--- src/rtl/srq_pkg.sv ---
package srq_pkg;
   typedef enum logic {
      MODE_SYNC = 1'b0,
      MODE_REQ  = 1'b1
   } srq_mode_e;
endpackage

--- src/rtl/srq_sync.sv ---
module srq_sync #(
   parameter int STAGES = 2
) (
   input  logic clk,
   input  logic rst_n,
   input  logic din,
   output logic dout
);
   initial begin
      if (STAGES < 2) $error("srq_sync: STAGES must be at least 2");
   end

   logic [STAGES-1:0] chain;

   generate
      for (genvar g = 0; g < STAGES; g++) begin : g_stage
         if (g == 0) begin : g_first
            always_ff @(posedge clk or negedge rst_n) begin
               if (!rst_n) chain[0] <= 1'b0;
               else        chain[0] <= din;
            end
         end else begin : g_next
            always_ff @(posedge clk or negedge rst_n) begin
               if (!rst_n) chain[g] <= 1'b0;
               else        chain[g] <= chain[g-1];
            end
         end
      end
   endgenerate

   assign dout = chain[STAGES-1];
endmodule

--- src/rtl/srq_edge_latch.sv ---
module srq_edge_latch (
   input  logic clk,
   input  logic rst_n,
   input  logic pin_s,
   input  logic latch_en,
   input  logic clr_eff,
   output logic level
);
   logic prev_q;
   logic hold_q;
   logic rise;

   assign rise = pin_s & ~prev_q;

   always_ff @(posedge clk or negedge rst_n) begin
      if (!rst_n) begin
         prev_q <= 1'b0;
         hold_q <= 1'b0;
      end else begin
         prev_q <= pin_s;
         if (clr_eff)               hold_q <= 1'b0;
         else if (latch_en && rise) hold_q <= 1'b1;
      end
   end

   assign level = latch_en ? (hold_q | rise) : pin_s;
endmodule

--- src/rtl/srq_arm.sv ---
module srq_arm (
   input  logic clk,
   input  logic rst_n,
   input  logic clr,
   output logic armed
);
   logic seen_q;

   always_ff @(posedge clk or negedge rst_n) begin
      if (!rst_n) begin
         seen_q <= 1'b0;
         armed  <= 1'b0;
      end else begin
         if (clr)                  seen_q <= 1'b1;
         if (seen_q && !clr)       armed  <= 1'b1;
      end
   end
endmodule

--- src/rtl/srq_conditioner.sv ---
module srq_conditioner
   import srq_pkg::*;
#(
   parameter int SYNC_STAGES = 2
) (
   input  logic clk,
   input  logic rst_n,
   input  logic req_pin,
   input  logic mode_sel,
   input  logic latch_en,
   input  logic clr,
   input  logic sw_trig,
   input  logic repeater,
   input  logic mute_dis,
   output logic req_out,
   output logic sync_rst,
   output logic sync_mute
);
   localparam int LATENCY = SYNC_STAGES + 1;

   initial begin
      if (SYNC_STAGES < 2) $error("srq_conditioner: SYNC_STAGES below 2");
      if (LATENCY > 16)    $error("srq_conditioner: latency unreasonably long");
   end

   logic pin_s;
   logic level;
   logic armed;
   logic clr_eff;
   logic is_sync;
   logic req_nxt;

   assign clr_eff = clr & ~repeater;
   assign is_sync = (srq_mode_e'(mode_sel) == MODE_SYNC);

   srq_sync #(.STAGES(SYNC_STAGES)) u_sync (
      .clk  (clk),
      .rst_n(rst_n),
      .din  (req_pin),
      .dout (pin_s)
   );

   srq_edge_latch u_latch (
      .clk     (clk),
      .rst_n   (rst_n),
      .pin_s   (pin_s),
      .latch_en(latch_en),
      .clr_eff (clr_eff),
      .level   (level)
   );

   srq_arm u_arm (
      .clk  (clk),
      .rst_n(rst_n),
      .clr  (clr),
      .armed(armed)
   );

   always_comb begin
      if (clr_eff)                req_nxt = 1'b0;
      else if (is_sync && !armed) req_nxt = 1'b0;
      else if (sw_trig)           req_nxt = 1'b1;
      else                        req_nxt = level;
   end

   always_ff @(posedge clk or negedge rst_n) begin
      if (!rst_n) begin
         req_out  <= 1'b0;
         sync_rst <= 1'b0;
      end else begin
         req_out  <= req_nxt;
         sync_rst <= is_sync & req_nxt & ~req_out;
      end
   end

   assign sync_mute = is_sync & ~mute_dis;
endmodule

--- config.mk ---
export PLATFORM = sky130hd
export DESIGN_NAME = srq_conditioner
export DESIGN_NICKNAME = d
export VERILOG_FILES = /design/src/rtl/srq_pkg.sv /design/src/rtl/srq_sync.sv /design/src/rtl/srq_edge_latch.sv /design/src/rtl/srq_arm.sv /design/src/rtl/srq_conditioner.sv
export SDC_FILE = /design/constraint.sdc
export NUM_CORES = 1
export LEC_CHECK = 0
export CAP_MARGIN = 0
export CELL_PAD_IN_SITES_DETAIL_PLACEMENT = 1
export CELL_PAD_IN_SITES_GLOBAL_PLACEMENT = 2
export CORE_AREA = 3 3 40 42
export DETAILED_ROUTE_END_ITERATION = 10
export DIE_AREA = 0 0 43 45
export GPL_TIMING_DRIVEN = 0
export PLACE_DENSITY = 0.78
export SYNTH_ARGS = -nofsm -noshare
export SYNTH_HDL_FRONTEND = slang
export SYNTH_HIERARCHICAL = 1
export SYNTH_SLANG_ARGS = --single-unit
--- constraint.sdc ---
create_clock -name clk -period 1.25 [get_ports clk]
set_input_delay 0.125 -clock clk [delete_from_list [all_inputs] [get_ports clk]]
set_output_delay 0.125 -clock clk [all_outputs]
set_load 0.01 [all_outputs]
==> results.yml, run 1 <==
power_and_ir_drop:
  p_per_area_nw_per_um2: 1200
  leakage_nw: 0.207
  ir_drop_mv: 0.428
die:
  fp.dieW_um: 43
  core_um2: 1280
  row_count: 13
  io-pin-count: 12
  start_util_pct: 23.0
  fp.dieH_um: 45
  die_area_um2: 1940
sta:
  slew_headroom_pct: 77.4
  hold_viol_final: 0
  fin_worst_skew_ns: 0.00560
  fmax_mhz: 902
  tns_ns: 0
  setup_viol: 0
  rsz0062_at_grt: "false"
  tightest_slew_ns: 0.338
  finalCritPeriodShare_pct: 88.7
  period_needed_ns: 1.11
  hold_ws_ns: 0.144
  maxSlewViolCount: 0
setup_path:
  endpoint_kind: "output port"
  critical_path_class: "primary input to output port"
  rr_endpoint: "req_out"
  cp-start-kind: "primary input"
  reg2reg_slack_ns: 0.29
  worstPathRequired_ns: 1.12
  cp_max_fo: 3
  reg2reg_depth: 3
  crit_arrival_ns: 0.98
  r2r_start: "u_latch/hold_q"
route:
  via_per_inst: 4.29
  wirelength_um: 566
  wl_per_cell_um: 10.9
  ant_nets: 0
  vias: 223
  drt_iter0_markers: 1
  first_pass_iters: 2
  post-route-drc-count: 0
place:
  dp_hpwl_um: 454
  io_buffers: 11
  place.gp.congestion: 0.638
clocking:
  path_clk_slew_ns: 0.05
  cts_tree: "yes"
  cts.sinks: 8
  postCtsHoldBufs: 0
  cts_setup_buffers: 0
  cts-resized-gates: 2
  cts_root_buffer: "clkbuf_4"
  htree_num_levels: 1
  clk_latency_ns: 0.25
  cts_max_path_buffers: 2
  cts-buffers-inserted: 3
grt:
  busiest_layer: "met2"
  antenna_found_initial: 0
  met1_usage_pct: 7.77
  grt_pass1_vias: 240
  grt_max_degree: 9
  grt_use_met3_pct: 2.79
  track_usage_pct: 7.51
  grt_pass1_wl_um: 993
  grtUsageMet2_pct: 10.8
  grt_overflow_total: 0
finish:
  syn_to_final_growth_pct: 51.3
  fill_cells: 144
  fin_nets: 48
  layout-drive-gt1-share_pct: 13.5
  antennaDiodeCount: 0
min_path:
  hold_class: "primary input to asynchronous set/reset pin"
synth:
  syn_nets: 32
  syn_area_per_cell_um2: 12.8
  synth_cell_types: 13
  netlist_instances: 23
  ys_ff_latch: 8
  synth_area_um2: 295
  ys.warnings.count: 6
  ys_seq_area_share_pct: 67.8
status:
  status: "completed"
run:
  maxCapViolCount: 0
==> sequential cells by signal (all words and copies together), names as in the netlist <==
signal,cells
sync_rst,1
req_out,1
u_arm/seen_q,1
u_latch/hold_q,1
u_latch/prev_q,1
u_arm/armed,1
u_sync/dout,1
u_sync/chain,1
==> metrics by stage <==
stage / total power [mW] / instance area, um2 / worst slack (ns) / utilization (%) / cells
global placement: 0.355 / 424 / -0.107 / 33.0 / 49
global route: 0.569 / 447 / 0.0904 / 34.8 / 52
finish: 0.537 / 447 / 0.141 / 34.8 / 52
floorplan: 0.307 / 295 / 0.362 / - / 23
detailed placement: 0.359 / 424 / -0.121 / 33.0 / 49
CTS: 0.556 / 444 / 0.0160 / 34.6 / 52
==> worst max-delay path by stage <==
stage	endpoint	startpoint	slack [ns]
5_1_grt	sync_mute	mode_sel	0.09
2_1_floorplan	req_out	u_latch/hold_q	0.36
4_1_cts	sync_rst	sync_rst	0.02
6_report	sync_mute	mode_sel	0.14
3_3_place_gp	sync_mute	mode_sel	-0.11
3_5_place_dp	sync_mute	mode_sel	-0.12
==> area by class of cell <==
type	instances	area [um2]	area share, %
tap	15	18.8	4.20
sequential	8	200	44.8
clock buffer	3	22.5	5.04
multi-input combinational	13	87.6	19.6
inverter	2	7.51	1.68
timing repair buffer	11	110	24.6
==> logic make-up (layout without fill, tap and decap cells) <==
logic type,Yosys count,count (layout),share of synthesized area (%)
simple gates,10,10,22.5
buf+inv,2,16,2.54
flops,8,8,67.8
compound gates,3,3,7.20
==> power breakdown <==
part | internal, mW | switching, mW | total, mW | leakage [nW]
sequential | 0.273 | 0.00602 | 0.279 | 0.0900
combinational | 0.0421 | 0.0272 | 0.0693 | 0.103
clock | 0.109 | 0.0795 | 0.189 | 0.0138
total | 0.425 | 0.113 | 0.537 | 0.207
==> Yosys cell counts, drive strengths merged <==
cell type  n  area, um2
dfrtp      8        200
nor2       3       11.3
inv        2       7.51
a21o       1       7.51
a21oi      1       5.00
a22o       1       8.76
nand2      1       3.75
nand2b     1       6.26
nand3b     1       7.51
nor2b      1       13.8
nor3       1       5.00
nor4       1       12.5
or2        1       6.26
==> placed cells by master, fill, tap and decap left out, drive strengths merged <==
master,instances
or2,1
clkdlybuf4s50,8
nand3b,1
a21oi,1
nand2,1
dfrtp,8
nand2b,1
nor4,1
a21o,1
inv,2
nor2b,1
nor2,3
clkbuf,3
dlymetal6s2s,1
a22o,1
dlygate4sd2,2
nor3,1
==> metal layers <==
metal / routed length, um / vias up
met2: 290 / 8
met5: 0 / -
li1: - / 106
met4: 0 / 0
met3: 44 / 0
met1: 231 / 109
==> worst max-delay path, cell delays in order <==
cell and delay (ns):
clkdlybuf4s50_1 0.52, nor2_1 0.06, dlygate4sd2_1 0.28
Power figures use the tool's default switching activity.
==> inputs of run 2 (changes only) <==
- CORE_AREA: 3 3 40 42 -> 2 2 39 41
- DIE_AREA: 0 0 43 45 -> 0 0 41 43
- PLACE_DENSITY: 0.78 -> 0.68
==> run 2 against run 1 <==
Compared with the run above: wire length grew 7.6%; clock power grew 3%; utilization shrank 2.4 points; final area grew 0.28%; combinational power grew 2%; largest cell class unchanged.
==> results.yml, run 2 (synthesized netlist as in run 1, its figures left out) <==
status:
  status: "completed"
route:
  post-route-drc-count: 0
  ant_nets: 0
  vias: 225
  wl_per_cell_um: 11.5
  via_per_inst: 4.25
  top_layer: "met3"
  wirelength_um: 609
  met1_length_um: 203
  drt_iter0_markers: 1
  first_pass_iters: 2
  wl_met2_um: 347
  wl_met3_um: 59
die:
  row_count: 14
  die_area_um2: 1760
  io-pin-count: 12
  fp.dieH_um: 43
  core_um2: 1380
  start_util_pct: 21.3
  fp.dieW_um: 41
grt:
  grt_max_degree: 9
  grt_pass1_wl_um: 1100
  grt_overflow_total: 0
  track_usage_pct: 10.2
  antenna_found_initial: 0
  grt_pass1_vias: 256
place:
  place.gp.congestion: 0.633
  place_inst: 50
  pre_cts_slack_ns: -0.130
  io_buffers: 11
setup_path:
  cp_max_fo: 3
  r2r_start: "u_latch/hold_q"
  rr_endpoint: "req_out"
  endpoint_kind: "output port"
  reg2reg_depth: 3
  critical_path_class: "primary input to output port"
  cp-start-kind: "primary input"
  reg2reg_slack_ns: 0.27
  worstPathRequired_ns: 1.12
  crit_arrival_ns: 0.99
finish:
  fill_cells: 153
  antennaDiodeCount: 0
  finalNonFillerCells: 53
  syn_to_final_growth_pct: 51.7
  final_cell_mix: "8 x clkdlybuf4s50_1, 8 x dfrtp_1, 3 x nor2_1, 3 x clkbuf_4"
  fin_nets: 48
  layout-drive-gt1-share_pct: 13.5
min_path:
  hold_class: "primary input to asynchronous set/reset pin"
sta:
  fmax_mhz: 897
  rsz0062_at_grt: "false"
  setup_viol: 0
  period_needed_ns: 1.11
  finalCritPeriodShare_pct: 89.2
  tightest_slew_ns: 0.354
  hold_viol_final: 0
  fin_worst_skew_ns: 0.00251
  slew_headroom_pct: 76.3
  maxSlewViolCount: 0
  finalWorstSetupSlack_ns: 0.135
clocking:
  clk_latency_ns: 0.25
  cts-buffers-inserted: 3
  postCtsHoldBufs: 0
  cts_root_buffer: "clkbuf_4"
  path_clk_slew_ns: 0.05
  cts_tree: "yes"
  htree_num_levels: 1
  cts_max_path_buffers: 2
  cts.sinks: 8
power_and_ir_drop:
  p_per_area_nw_per_um2: 1220
  ir_drop_mv: 0.306
  leakage_nw: 0.207
run:
  maxCapViolCount: 0
run 2: worst max-delay path by stage:
| stage | start | end | slack (ns) | cells after the start |
|---|---|---|---|---|
| floorplan | u_latch/hold_q | req_out | 0.36 | 3 |
| global placement | mode_sel | sync_mute | -0.10 | 3 |
| detailed placement | mode_sel | sync_mute | -0.13 | 3 |
| CTS | sync_rst | sync_rst | 0.01 | 1 |
| global route | mode_sel | sync_mute | 0.07 | 3 |
| finish | mode_sel | sync_mute | 0.14 | 3 |
run 2: timing repair:
item	in CTS	in global routing
gates cloned	0	0
setup endpoints to repair	2	1
buffers inserted	0	0
gates resized for setup	2	1
run 2: worst max-delay path, cell delays in order:
cell and delay [ns]:
clkdlybuf4s50_1 0.53, nor2_1 0.06, dlygate4sd2_1 0.28
run 2: metrics by stage:
step	TNS [ns]	util, %	power [mW]	hold WS (ns)	cell area (um2)
after global routing	0	32.4	0.589	0.170	448
after detailed placement	-0.166	30.7	0.360	0.336	425
after floorplan	0	-	0.307	-0.171	295
after global placement	-0.105	30.7	0.355	0.333	425
after CTS	0	32.2	0.563	0.150	445
final	0	32.4	0.545	0.148	448
run 2: metal layers:
metal | vias up | track usage, %
met5 | - | 0
met1 | 112 | 10.0
met2 | 8 | 15.0
met4 | 0 | 8.00
li1 | 105 | -
met3 | 0 | 5.24
run 2: power breakdown:
group,internal [mW],switching [mW]
Combinational,0.0421,0.0287
Sequential,0.273,0.00598
Clock,0.110,0.0851
Total,0.425,0.120
run 2: layout make-up:
class	count	area, um2	share of cell area, %
sequential	8	200	44.7
timing repair buffer	11	110	24.6
multi-input combinational	13	87.6	19.6
clock buffer	3	22.5	5.03
tap	16	20.0	4.47
inverter	2	7.51	1.68
==> inputs of run 3 (changes only) <==
- SETUP_SLACK_MARGIN: default -> 0.02
==> run 3 against run 2 <==
Compared with the run above: clock-buffer cell count is the same; non-clock buffer count is the same; sequential share of layout area grew 0.38 points; wire length shrank 0.33%; flip-flop and latch count is the same; global-route usage is the same; setup slack is the same; total power shrank 0.17%; largest power group unchanged; register-to-register slack is essentially flat; clock power is essentially flat.
==> results.yml, run 3 (synthesized netlist as in run 1, its figures left out) <==
route:
  post-route-drc-count: 0
  drt_iter0_markers: 1
  wl_per_cell_um: 11.5
  vias: 225
  first_pass_iters: 2
  via_per_inst: 4.25
  wirelength_um: 607
  ant_nets: 0
finish:
  final_cell_mix: "8 x clkdlybuf4s50_1, 8 x dfrtp_1, 3 x nor2_1, 3 x clkbuf_4, 3 x dlygate4sd2_1"
  fin_nets: 48
  fill_cells: 154
  fin_area_um2: 444
  multi_input_area_um2: 87.6
  final_util_pct: 32.1
  layout-drive-gt1-share_pct: 13.5
  seqCellArea_um2: 200
  syn_to_final_growth_pct: 50.4
  finalNonFillerCells: 53
  antennaDiodeCount: 0
setup_path:
  worstPathRequired_ns: 1.12
  reg2reg_depth: 3
  cp-start-kind: "primary input"
  rr_endpoint: "req_out"
  endpoint_kind: "output port"
  r2r_start: "u_latch/hold_q"
  crit_arrival_ns: 0.99
  max_stage_delay_ns: 0.53
  critical_path_class: "primary input to output port"
  crit_slowest_cell: "clkdlybuf4s50_1"
  crit_chain: "clkdlybuf4s50_1 -> nor2_1 -> dlygate4sd2_1"
  cp_max_fo: 3
  reg2reg_slack_ns: 0.27
grt:
  grt_pass1_wl_um: 1100
  grt_max_degree: 9
  track_usage_pct: 10.2
  grt_overflow_total: 0
  antenna_found_initial: 0
  grt_pass1_vias: 256
clocking:
  cts.sinks: 8
  cts-buffers-inserted: 3
  path_clk_slew_ns: 0.05
  clk_latency_ns: 0.25
  cts_max_path_buffers: 2
  postCtsHoldBufs: 0
  cts_root_buffer: "clkbuf_4"
  cts_setup_buffers: 0
  cts_tree: "yes"
  htree_num_levels: 1
sta:
  rsz0062_at_grt: "false"
  period_needed_ns: 1.11
  fmax_mhz: 897
  hold_viol_final: 0
  maxSlewViolCount: 0
  tns_ns: 0
  fin_worst_skew_ns: 0.00251
  tightest_slew_ns: 0.354
  slew_headroom_pct: 76.3
  finalCritPeriodShare_pct: 89.2
  setup_viol: 0
place:
  place_inst: 50
  place.gp.congestion: 0.633
  io_buffers: 11
  dpl_cell_area_um2: 425
power_and_ir_drop:
  seqPwrFrac_pct: 51.3
  power_frac_clock_pct: 35.8
  p_per_area_nw_per_um2: 1220
  combPwrFrac_pct: 12.9
  total_power_mw: 0.544
  ir_drop_mv: 0.306
  leakage_nw: 0.194
  p_int_mw: 0.424
  power.switching_mw: 0.120
  sw_frac_of_total_pct: 22.0
die:
  fp.dieH_um: 43
  io-pin-count: 12
  row_count: 14
  die_area_um2: 1760
  core_um2: 1380
  fp.dieW_um: 41
  start_util_pct: 21.3
min_path:
  hold_class: "primary input to asynchronous set/reset pin"
run:
  maxCapViolCount: 0
status:
  status: "completed"
-- run 3: cell count changes in the layout (fill, tap and decap cells not counted) --
cell / change
dlygate4sd2_1: +1
dlymetal6s2s_1: -1
-- run 3: power by group through the flow --
| stage | Combinational, mW | Clock (mW) | Sequential [mW] |
|---|---|---|---|
| after CTS | 0.0716 | 0.210 | 0.279 |
| final | 0.0699 | 0.195 | 0.279 |
| after global routing | 0.0788 | 0.229 | 0.280 |
| after global placement | 0.0724 | 0 | 0.283 |
| after detailed placement | 0.0761 | 0 | 0.284 |
| after floorplan | 0.0219 | 0 | 0.285 |
-- run 3: what timing repair did --
action,in CTS,in global routing
resized for setup,3,0
endpoints found under the hold margin,0,0
endpoints found under the setup margin,3,0
-- run 3: final cells by class --
type,count,share of cell area (%)
Sequential cell,8,45.1
Timing Repair Buffer,11,23.9
Multi-Input combinational cell,13,19.7
Clock buffer,3,5.07
Tap cell,16,4.51
Inverter,2,1.69
-- run 3: metrics by stage --
stage	hold slack, ns	worst slack (ns)
2_1_floorplan	-0.171	0.362
3_3_place_gp	0.333	-0.105
3_5_place_dp	0.336	-0.130
4_1_cts	0.150	0.125
5_1_grt	0.170	0.0654
6_report	0.148	0.135
-- run 3: worst max path at each step --
stage | to | slack, ns | depth (start not counted) | start
2_1_floorplan | req_out | 0.36 | 3 | u_latch/hold_q
3_3_place_gp | sync_mute | -0.10 | 3 | mode_sel
3_5_place_dp | sync_mute | -0.13 | 3 | mode_sel
4_1_cts | sync_mute | 0.12 | 3 | mode_sel
5_1_grt | sync_mute | 0.07 | 3 | mode_sel
6_report | sync_mute | 0.14 | 3 | mode_sel
-- run 3: routing by layer --
metal,global-route usage [%],vias to the layer above,part of all wire [%]
met1,10.0,112,33
met3,5.24,0,9.4
met4,8.00,0,0
met2,15.0,8,57
li1,-,105,-
met5,0,-,0
-- run 3: worst max-delay path: cells and delay by family --
kind / cells / cell delay [ns]
buffers and inverters: 2 / 0.81
AND/OR/NAND/NOR: 1 / 0.06
